--- config.mk ---
export PLATFORM = sky130hd
export DESIGN_NAME = guard_timer
export DESIGN_NICKNAME = d
export VERILOG_FILES = /design/src/rtl/guard_pkg.sv /design/src/rtl/guard_cfg.sv /design/src/rtl/guard_tick_sel.sv /design/src/rtl/guard_count.sv /design/src/rtl/guard_timer.sv
export SDC_FILE = /design/constraint.sdc
export NUM_CORES = 1
export LEC_CHECK = 0
export ABC_AREA = 1
export BUFFER_PORTS_ARGS = -buffer_cell sky130_fd_sc_hd__buf_4
export CAP_MARGIN = 20
export CORE_ASPECT_RATIO = 1.2
export CORE_MARGIN = 5
export CORE_UTILIZATION = 35
export DETAILED_ROUTE_END_ITERATION = 16
export PLACE_DENSITY = 0.56
export SKIP_LAST_GASP = 1
export SYNTH_ARGS = -nofsm -noshare
export SYNTH_HDL_FRONTEND = slang
export SYNTH_SLANG_ARGS = --single-unit
--- constraint.sdc ---
create_clock -name clk -period 6.5 [get_ports clk]
set_clock_uncertainty 0.2 [all_clocks]
set_input_delay 0.65 -clock clk [delete_from_list [all_inputs] [get_ports clk]]
set_output_delay 0.65 -clock clk [all_outputs]
set_load 0.05 [all_outputs]
--- src/rtl/guard_pkg.sv ---
package guard_pkg;

    localparam int REG_W  = 8;
    localparam int CSEL_W = 2;
    localparam int OSEL_W = 3;

    // Upper register bits that are wired to a constant
    localparam logic [2:0] HI_BITS = 3'b011;

    typedef enum logic [1:0] {
        SRC_RING = 2'b00,
        SRC_XTAL = 2'b01,
        SRC_STOP = 2'b10
    } src_e;

    typedef struct packed {
        logic [CSEL_W-1:0] clk_sel;
        logic [OSEL_W-1:0] ovf_sel;
    } mode_t;

    localparam mode_t MODE_RST = '{clk_sel: 2'b00, ovf_sel: 3'b111};

    // The strap overrides the programmed source; the upper select bit means stop
    function automatic src_e pick_src(input mode_t m, input logic force_ring);
        if (force_ring)
            return SRC_RING;
        if (m.clk_sel[1])
            return SRC_STOP;
        return m.clk_sel[0] ? SRC_XTAL : SRC_RING;
    endfunction

endpackage

--- src/rtl/guard_cfg.sv ---
module guard_cfg
    import guard_pkg::*;
#(
    parameter int                ADDR_W   = 16,
    parameter logic [ADDR_W-1:0] CFG_ADDR = 16'hFF98
) (
    input  logic              clk,
    input  logic              rst_n,
    input  logic [ADDR_W-1:0] bus_addr,
    input  logic              bus_wr,
    input  logic [REG_W-1:0]  bus_wdata,
    output mode_t             mode_o,
    output logic              locked_o,
    output logic              change_o,
    output logic [REG_W-1:0]  rdata_o
);

    typedef struct packed {
        mode_t mode;
        logic  locked;
    } cfg_st_t;

    cfg_st_t st_d, st_q;
    logic    hit_d;
    mode_t   new_d;
    logic    chg_d;

    always_comb begin
        st_d          = st_q;
        hit_d         = bus_wr && (bus_addr == CFG_ADDR);
        new_d.clk_sel = bus_wdata[OSEL_W+CSEL_W-1:OSEL_W];
        new_d.ovf_sel = bus_wdata[OSEL_W-1:0];
        chg_d         = 1'b0;
        if (hit_d && !st_q.locked) begin
            st_d.mode   = new_d;
            st_d.locked = 1'b1;
            chg_d       = (new_d != st_q.mode);
        end
    end

    always_ff @(posedge clk or negedge rst_n) begin
        if (!rst_n) begin
            st_q.mode   <= MODE_RST;
            st_q.locked <= 1'b0;
        end else begin
            st_q <= st_d;
        end
    end

    assign mode_o   = st_q.mode;
    assign locked_o = st_q.locked;
    assign change_o = chg_d;
    assign rdata_o  = (bus_addr == CFG_ADDR) ? {HI_BITS, st_q.mode} : '0;

endmodule

--- src/rtl/guard_tick_sel.sv ---
module guard_tick_sel
    import guard_pkg::*;
#(
    parameter int RING_BASE = 11,
    parameter int XTAL_BASE = 13,
    parameter int CNT_W     = 20
) (
    input  mode_t             mode_i,
    input  logic              ring_tick,
    input  logic              xtal_tick,
    input  logic              ring_force,
    output logic              tick_o,
    output logic              stop_o,
    output logic [CNT_W-1:0]  last_o
);

    localparam int SH_W = $clog2(CNT_W + 1);

    src_e            src_d;
    logic [SH_W-1:0] shamt_d;

    always_comb begin
        src_d  = pick_src(mode_i, ring_force);
        tick_o = 1'b0;
        stop_o = 1'b0;
        case (src_d)
            SRC_RING: begin
                tick_o  = ring_tick;
                shamt_d = SH_W'(RING_BASE) + SH_W'(mode_i.ovf_sel);
            end
            SRC_XTAL: begin
                tick_o  = xtal_tick;
                shamt_d = SH_W'(XTAL_BASE) + SH_W'(mode_i.ovf_sel);
            end
            default: begin
                stop_o  = 1'b1;
                shamt_d = SH_W'(RING_BASE);
            end
        endcase
        // terminal value is 2^shamt - 1: low shamt bits set
        last_o = ~({CNT_W{1'b1}} << shamt_d);
    end

endmodule

--- src/rtl/guard_count.sv ---
module guard_count #(
    parameter int CNT_W = 20
) (
    input  logic             clk,
    input  logic             rst_n,
    input  logic             tick_i,
    input  logic             stop_i,
    input  logic             clear_i,
    input  logic [CNT_W-1:0] last_i,
    output logic [CNT_W-1:0] count_o,
    output logic             req_o
);

    typedef struct packed {
        logic [CNT_W-1:0] count;
        logic             req;
    } cnt_st_t;

    cnt_st_t st_d, st_q;

    always_comb begin
        st_d     = st_q;
        st_d.req = 1'b0;
        if (stop_i || clear_i) begin
            st_d.count = '0;
        end else if (tick_i) begin
            if (st_q.count == last_i) begin
                st_d.count = '0;
                st_d.req   = 1'b1;
            end else begin
                st_d.count = st_q.count + 1'b1;
            end
        end
    end

    always_ff @(posedge clk or negedge rst_n) begin
        if (!rst_n) begin
            st_q <= '0;
        end else begin
            st_q <= st_d;
        end
    end

    assign count_o = st_q.count;
    assign req_o   = st_q.req;

endmodule

--- src/rtl/guard_timer.sv ---
module guard_timer
    import guard_pkg::*;
#(
    parameter int                ADDR_W    = 16,
    parameter logic [ADDR_W-1:0] CFG_ADDR  = 16'hFF98,
    parameter int                RING_BASE = 11,
    parameter int                XTAL_BASE = 13
) (
    input  logic              clk,
    input  logic              rst_n,
    input  logic [ADDR_W-1:0] bus_addr,
    input  logic              bus_wr,
    input  logic [REG_W-1:0]  bus_wdata,
    output logic [REG_W-1:0]  bus_rdata,
    input  logic              ring_tick,
    input  logic              xtal_tick,
    input  logic              ring_force,
    input  logic              kick,
    output logic              wdt_rst_req
);

    localparam int TOP_BASE = (XTAL_BASE > RING_BASE) ? XTAL_BASE : RING_BASE;
    localparam int CNT_W    = TOP_BASE + (1 << OSEL_W) - 1;

    mode_t            mode_q;
    logic             cfg_locked;
    logic             cfg_change;
    logic             src_tick;
    logic             src_stop;
    logic [CNT_W-1:0] src_last;
    logic [CNT_W-1:0] cnt_val;
    logic             cnt_clear;

    guard_cfg #(
        .ADDR_W   (ADDR_W),
        .CFG_ADDR (CFG_ADDR)
    ) u_cfg (
        .clk       (clk),
        .rst_n     (rst_n),
        .bus_addr  (bus_addr),
        .bus_wr    (bus_wr),
        .bus_wdata (bus_wdata),
        .mode_o    (mode_q),
        .locked_o  (cfg_locked),
        .change_o  (cfg_change),
        .rdata_o   (bus_rdata)
    );

    guard_tick_sel #(
        .RING_BASE (RING_BASE),
        .XTAL_BASE (XTAL_BASE),
        .CNT_W     (CNT_W)
    ) u_sel (
        .mode_i     (mode_q),
        .ring_tick  (ring_tick),
        .xtal_tick  (xtal_tick),
        .ring_force (ring_force),
        .tick_o     (src_tick),
        .stop_o     (src_stop),
        .last_o     (src_last)
    );

    assign cnt_clear = kick || cfg_change;

    guard_count #(
        .CNT_W (CNT_W)
    ) u_cnt (
        .clk     (clk),
        .rst_n   (rst_n),
        .tick_i  (src_tick),
        .stop_i  (src_stop),
        .clear_i (cnt_clear),
        .last_i  (src_last),
        .count_o (cnt_val),
        .req_o   (wdt_rst_req)
    );

endmodule

Word level (Yosys, flattened, before mapping)
Index checks and enable logic that the tools add are counted.

word-level totals
  ROM bits = 0
  RAM bits = 0
  bits in registers = 27
  output and inout bits = 9
  memories kept = 0
  latch bits = 0
  input port bits = 31

operators by class
  $add $sub $neg = 3
  shift-type cells = 1
  reduce and logical (&&, ||, !) cells = 8
  equal/unequal tests = 4
  multipliers = 0
  bitwise operators = 1
  multiplexer cells = 18
  div/mod/pow operators = 0
  order comparisons = 0

operators by type and width
  operator                                           number
  2-to-1 mux 20 bit                                  2
  2-to-1 mux 21 bit                                  1
  adder 20 x 1 -> 20 bit, second input constant      1
  == test 20 bit                                     1
  inverter 20 bit                                    1
  left shift 20 x 5 -> 20 bit, first input constant  1
  == test 16 bit, second input constant              1
  adder 4 x 3 -> 5 bit, first input constant         2
  one-hot mux 5 bit (2 select lines)                 1
  2-to-1 mux 1 bit                                   8
  2-to-1 mux 2 bit                                   4
  2-to-1 mux 7 bit                                   1
  inequality test 5 bit                              1
  == test 2 x 1 -> 1 bit, second input constant      1
  logical AND 1 bit                                  2
  logical NOT 2 bit                                  1
  logical OR 1 bit                                   2
  one-hot mux 1 bit (2 select lines)                 1
  nonzero test 2 bit                                 1
  OR reduction 2 bit                                 1
  logical NOT 1 bit                                  1

Logic depth before layout (Yosys ltp)
  depth in word-level cells = 12
  mapped depth = 21
  mapped depth without buffers = 20

Cells and area by module
From an unflattened synthesis, not the netlist that was laid out.

unflattened totals
  cell total of the unflattened synthesis = 438
  area total of the unflattened synthesis = 2,746.4 sq um

by module, submodules not included
  module          instances  sequential area each (sq um)  cells an instance  area each (sq um)
  guard_count     1          525.5                         281                1,798.0
  guard_cfg       1          153.9                         88                 555.5
  guard_tick_sel  1          0.0                           66                 381.6
  guard_timer     1          0.0                           3                  11.3

Worst setup path after synthesis
Ideal clock, no wire load.

  path type = input to output
  from = input bus_addr[2]
  to = output bus_rdata[0]
  arrival time = 2,812 ps
  path buffers = 0
  stages on the path = 6
  required time = 5,650 ps
  path slack = 2,838 ps
  path through = inv_1 > nand2_1 > or4_1 > nor2_1 > inv_1 > nor2_1

on the way
  longest elaborated chain between the ends = 2

ends and longest elaborated chain
  item              RTL line           RTL
  start, declared   guard_timer.sv:11  input logic [ADDR_W-1:0] bus_addr,
  == test 16 bit    guard_cfg.sv:53    assign rdata_o = (bus_addr == CFG_ADDR) ? {HI_BITS, st_q.mode} : '0;
  2-to-1 mux 7 bit  guard_cfg.sv:53
  end, declared     guard_timer.sv:14  output logic [REG_W-1:0] bus_rdata,

No other way between the ends.

Worst setup path in the final report
  from = register u_cfg.st_q, in the netlist u_cfg.mode_o[4]
  to = register u_cnt.st_q, in the netlist u_cnt.count_o[15]

on the way
  longest elaborated chain between the ends = 12

ends and longest elaborated chain
  item                                                         RTL line              RTL
  start, declared                                              guard_cfg.sv:23       cfg_st_t st_d, st_q;
  start signal, assigned                                       guard_cfg.sv:46       st_q <= st_d;
  2-to-1 mux 1 bit (2 in series)                               guard_pkg.sv:27       if (m.clk_sel[1])
  2-to-1 mux 2 bit                                             guard_pkg.sv:29       return m.clk_sel[0] ? SRC_XTAL : SRC_RING;
  2-to-1 mux 2 bit                                             guard_pkg.sv:27
  == test 2 x 1 -> 1 bit or logical NOT 2 bit (tied branches)  guard_tick_sel.sv:26  case (src_d)
  one-hot mux 5 bit (2 select lines)                           guard_tick_sel.sv:26
  left shift 20 x 5 -> 20 bit                                  guard_tick_sel.sv:41  last_o = ~({CNT_W{1'b1}} << shamt_d);
  inverter 20 bit                                              guard_tick_sel.sv:41
  == test 20 bit                                               guard_count.sv:27     if (st_q.count == last_i) begin
  2-to-1 mux 20 bit                                            guard_count.sv:27
  2-to-1 mux 21 bit                                            guard_count.sv:26     end else if (tick_i) begin
  2-to-1 mux 20 bit                                            guard_count.sv:24     if (stop_i || clear_i) begin
  end signal, assigned                                         guard_count.sv:40     st_q <= st_d;
  end, declared                                                guard_count.sv:19     cnt_st_t st_d, st_q;

Parallel ways exist; a longest one is shown, timed or not. The select of a mux whose other input is x is not followed.
A chain may end at the register's enable or synchronous reset.

==> key figures <==
CTS
  • PostCTS Resize Cnt: 0
  • Clock Root Buffer: clkbuf_8
  • Clock tree sinks: 27
  • Clk pin slew, worst setup/hold paths: about 0.1 ns
  • CTS Buf Count: 3
  • Clk Latency, worst-skew pair: 0.28 ns
  • Postcts setup bufs: 0
  • CTS tree: done
  • CTS max path bufs: 2
  • H-tree levels: 1
  • Hold_buf cts: 0

Logic synthesis
  • Cell Area, Synth: 2650 µm²
  • Fraction of registers with async set/reset: 1.00
  • Mapped Cells: 429
  • Yosys warns: 0
  • Leading register cell type out of synthesis: dfrtp_1
  • Syn_nets: 465
  • Netlist cell types: 37
  • Seq/Total Area, Yosys: 0.257
  • Post-Syn Area per Cell: ~6 µm²
  • Post-synth EDFFs: 0
  • Yosys reg bits: 27

Timing
  • Fin crit share: 0.620
  • Setup_tns: 0 ns
  • Setup-failing EPs final: 0
  • Endpoints failing hold: 0
  • Fin crit period: 4.03 ns
  • RSZ-0062 raised after global routing: false
  • Max Slew Vio Count: 0
  • Maximum operating frequency: 248 MHz
  • Slew margin rel.: 0.493
  • Worst-Margin Slew: 0.758 ns

Critical path
  • CP Capture Type: register
  • Worst Setup Start Kind: register
  • Critical path endpoint: u_cnt.count_o[15]$_DFFE_PN0P_
  • Most used cell, CP: nand2_1
  • Worst EP required: approximately 6.5 ns
  • R2r startpoint: u_cfg.mode_o[4]$_DFFE_PN0P_
  • Worst reg2reg path depth: 14
  • CP arrival: 4.01 ns
  • Worst Setup SP: u_cfg.mode_o[4]$_DFFE_PN0P_
  • Crit-path max cell delay: 0.51 ns
  • R2r endpoint: u_cnt.count_o[15]$_DFFE_PN0P_
  • Setup CP Type: reg -> reg
  • Slowest CP cell: fa_1
  • CP Max Fanout: 20
  • R2R Setup Slk: between 2 and 2.5 ns
  • Worst path cell trace: nor3_1 -> inv_1 -> fa_1 -> inv_1 -> fa_1 -> nor2_1 -> o21ai_1 -> nand2_1 -> xor2_1 -> nand2_1 -> nor2_1 -> nand3_2 -> nand2_1 -> nand2_1

Die
  • FP Rows: 34
  • Die height: 105 µm
  • Starting density of the core: 0.362
  • Die area: 9410 µm²
  • Die width: between 80 and 90 µm
  • IO Count: 40
  • Core Area: 7320 µm²

Finish
  • Final instance area: 3020 µm²
  • Nets@finish: 497
  • Multi-input logic area: 1710 µm²
  • Seq. cell area: just under 700 µm²
  • Ant. Diodes: 0
  • Most frequent cells in the layout: nand2_1, nor2_1, inv_1, buf_4, nand3_1
  • Non-filler cells, final: 550
  • Synthesis-to-layout area growth: 13.9%
  • Share of cells above drive strength 1: 0.176
  • Commonest non-fill, non-tap cell in the layout: nand2_1
  • Fill count: 812

Outcome
  • Status: finished clean

Global routing
  • Remaining global-route overflow: 0
  • Global Route Usage Sum: 0.166
  • Initial antenna violation count: 0
  • Largest net degree at the start of global routing: 28
  • Global-route wire length before repair: 12,400 µm
  • Vias in the first global route: 2,632

Routing
  • Initial DRC Count: 169
  • Drt total wl: 7390 µm
  • First drt pass iteration count: 4
  • Routed via count: 2,711
  • Wirelength per Cell: 13.4 µm
  • DRC viols: 0
  • Vias/cell: 4.93
  • Antenna-violating nets left: 0

Job
  • Max Cap Viol: 0

Placement
  • DPL Wire Length: roughly 6000 µm
  • Port Buffer Count: 35
  • Placed cells: 546
  • Routability cong.: between 0.9 and 1
  • Placed Area: 2970 µm²

Power and ir drop
  • Worst VDD drop: 0.0000649 V
  • Leakage: 0.00140 µW
  • Power per Cell Area: around 100 nW/µm²

Hold path
  • Hold crit path type: in -> async
## metrics by stage
step	setup slack, ns	hold slack (ns)	power (µW)	util
floorplan	2.84	0.154	188	-
global placement	2.16	0.270	208	0.406
detailed placement	2.17	0.283	209	0.406
CTS	2.43	0.0845	314	0.412
global route	2.07	0.0924	322	0.412
finish	2.47	0.0723	308	0.412
## flip-flops by register name (all words and copies together), names as in the netlist
register and cells:
u_cfg.locked_o 1, u_cfg.mode_o 5, u_cnt.count_o 20, u_cnt.req_o 1
## area by class of cell
type	count	area share
clock buffers	3	0.0137
clock inverters	1	0.00166
inverters	52	0.0655
multi-input cells	341	0.567
flip-flops and latches	27	0.225
well taps	90	0.0373
repair buffers	36	0.0896
## how the worst min path moves through the flow
| stage | endpoint | from | cells after the start |
|---|---|---|---|
| floorplan | u_cfg.locked_o$_DFFE_PN0P_ | rst_n | 0 |
| global route | u_cnt.req_o$_DFF_PN0_ | rst_n | 1 |
| CTS | u_cnt.req_o$_DFF_PN0_ | rst_n | 1 |
| finish | u_cnt.count_o[18]$_DFFE_PN0P_ | rst_n | 1 |
| global placement | u_cfg.locked_o$_DFFE_PN0P_ | u_cfg.locked_o$_DFFE_PN0P_ | 2 |
| detailed placement | u_cfg.locked_o$_DFFE_PN0P_ | u_cfg.locked_o$_DFFE_PN0P_ | 2 |
## power by group
group | switching [µW] | internal, µW | leakage [µW] | total [µW]
Combinational | 19.2 | 15.4 | 0.00102 | 34.6
Clock | 59.5 | 43.2 | 0.0000255 | 103
Sequential | 1.45 | 169 | 0.000360 | 170
Total | 80.1 | 228 | 0.00140 | 308
## synth_stat cells (4+ instances only)
library cell | count | share of area
xnor2_1 | 4 | 0.013
o21ai_0 | 4 | 0.0076
xor2_1 | 10 | 0.033
nand2_1 | 148 | 0.21
nor2_2 | 5 | 0.012
a21oi_1 | 5 | 0.0095
dfrtp_1 | 24 | 0.23
nand2_2 | 12 | 0.028
nand3_1 | 29 | 0.055
inv_1 | 48 | 0.068
nor3_1 | 17 | 0.032
nand4_1 | 14 | 0.033
nor2_1 | 64 | 0.091
mux2_2 | 4 | 0.017
## metal layers
metal	part of all wire	track usage	vias up
met5	0	0	-
met4	0.018	0.0457	0
met3	0.039	0.0156	8
met2	0.51	0.295	58
met1	0.43	0.210	1245
li1	-	-	1400
## worst max-delay path, delay by kind of cell, from the launching register on
family                     cells  cell delay [ns]
xor gates and xnor gates       1             0.18
adders and majority gates      2             0.91
AOI/OAI and AO/OA              1             0.16
DFF                            1             0.47
and+or+nand+nor                8             1.72
buffers and inverters          2             0.28
## logic make-up (layout without fill, tap and decap cells)
| kind of cell | count (synthesis) | count (layout) | share of synthesized area |
|---|---|---|---|
| simple gates | 304 | 304 | 0.517 |
| xor+xnor | 15 | 15 | 0.0525 |
| other cells | 1 | 1 | 0.00142 |
| fa+ha+maj | 5 | 5 | 0.0293 |
| flops | 27 | 27 | 0.257 |
| mux | 4 | 4 | 0.0170 |
| compound gates | 12 | 12 | 0.0284 |
| buf+inv | 61 | 92 | 0.0974 |
Note: power is estimated with default switching activity, not from simulation.
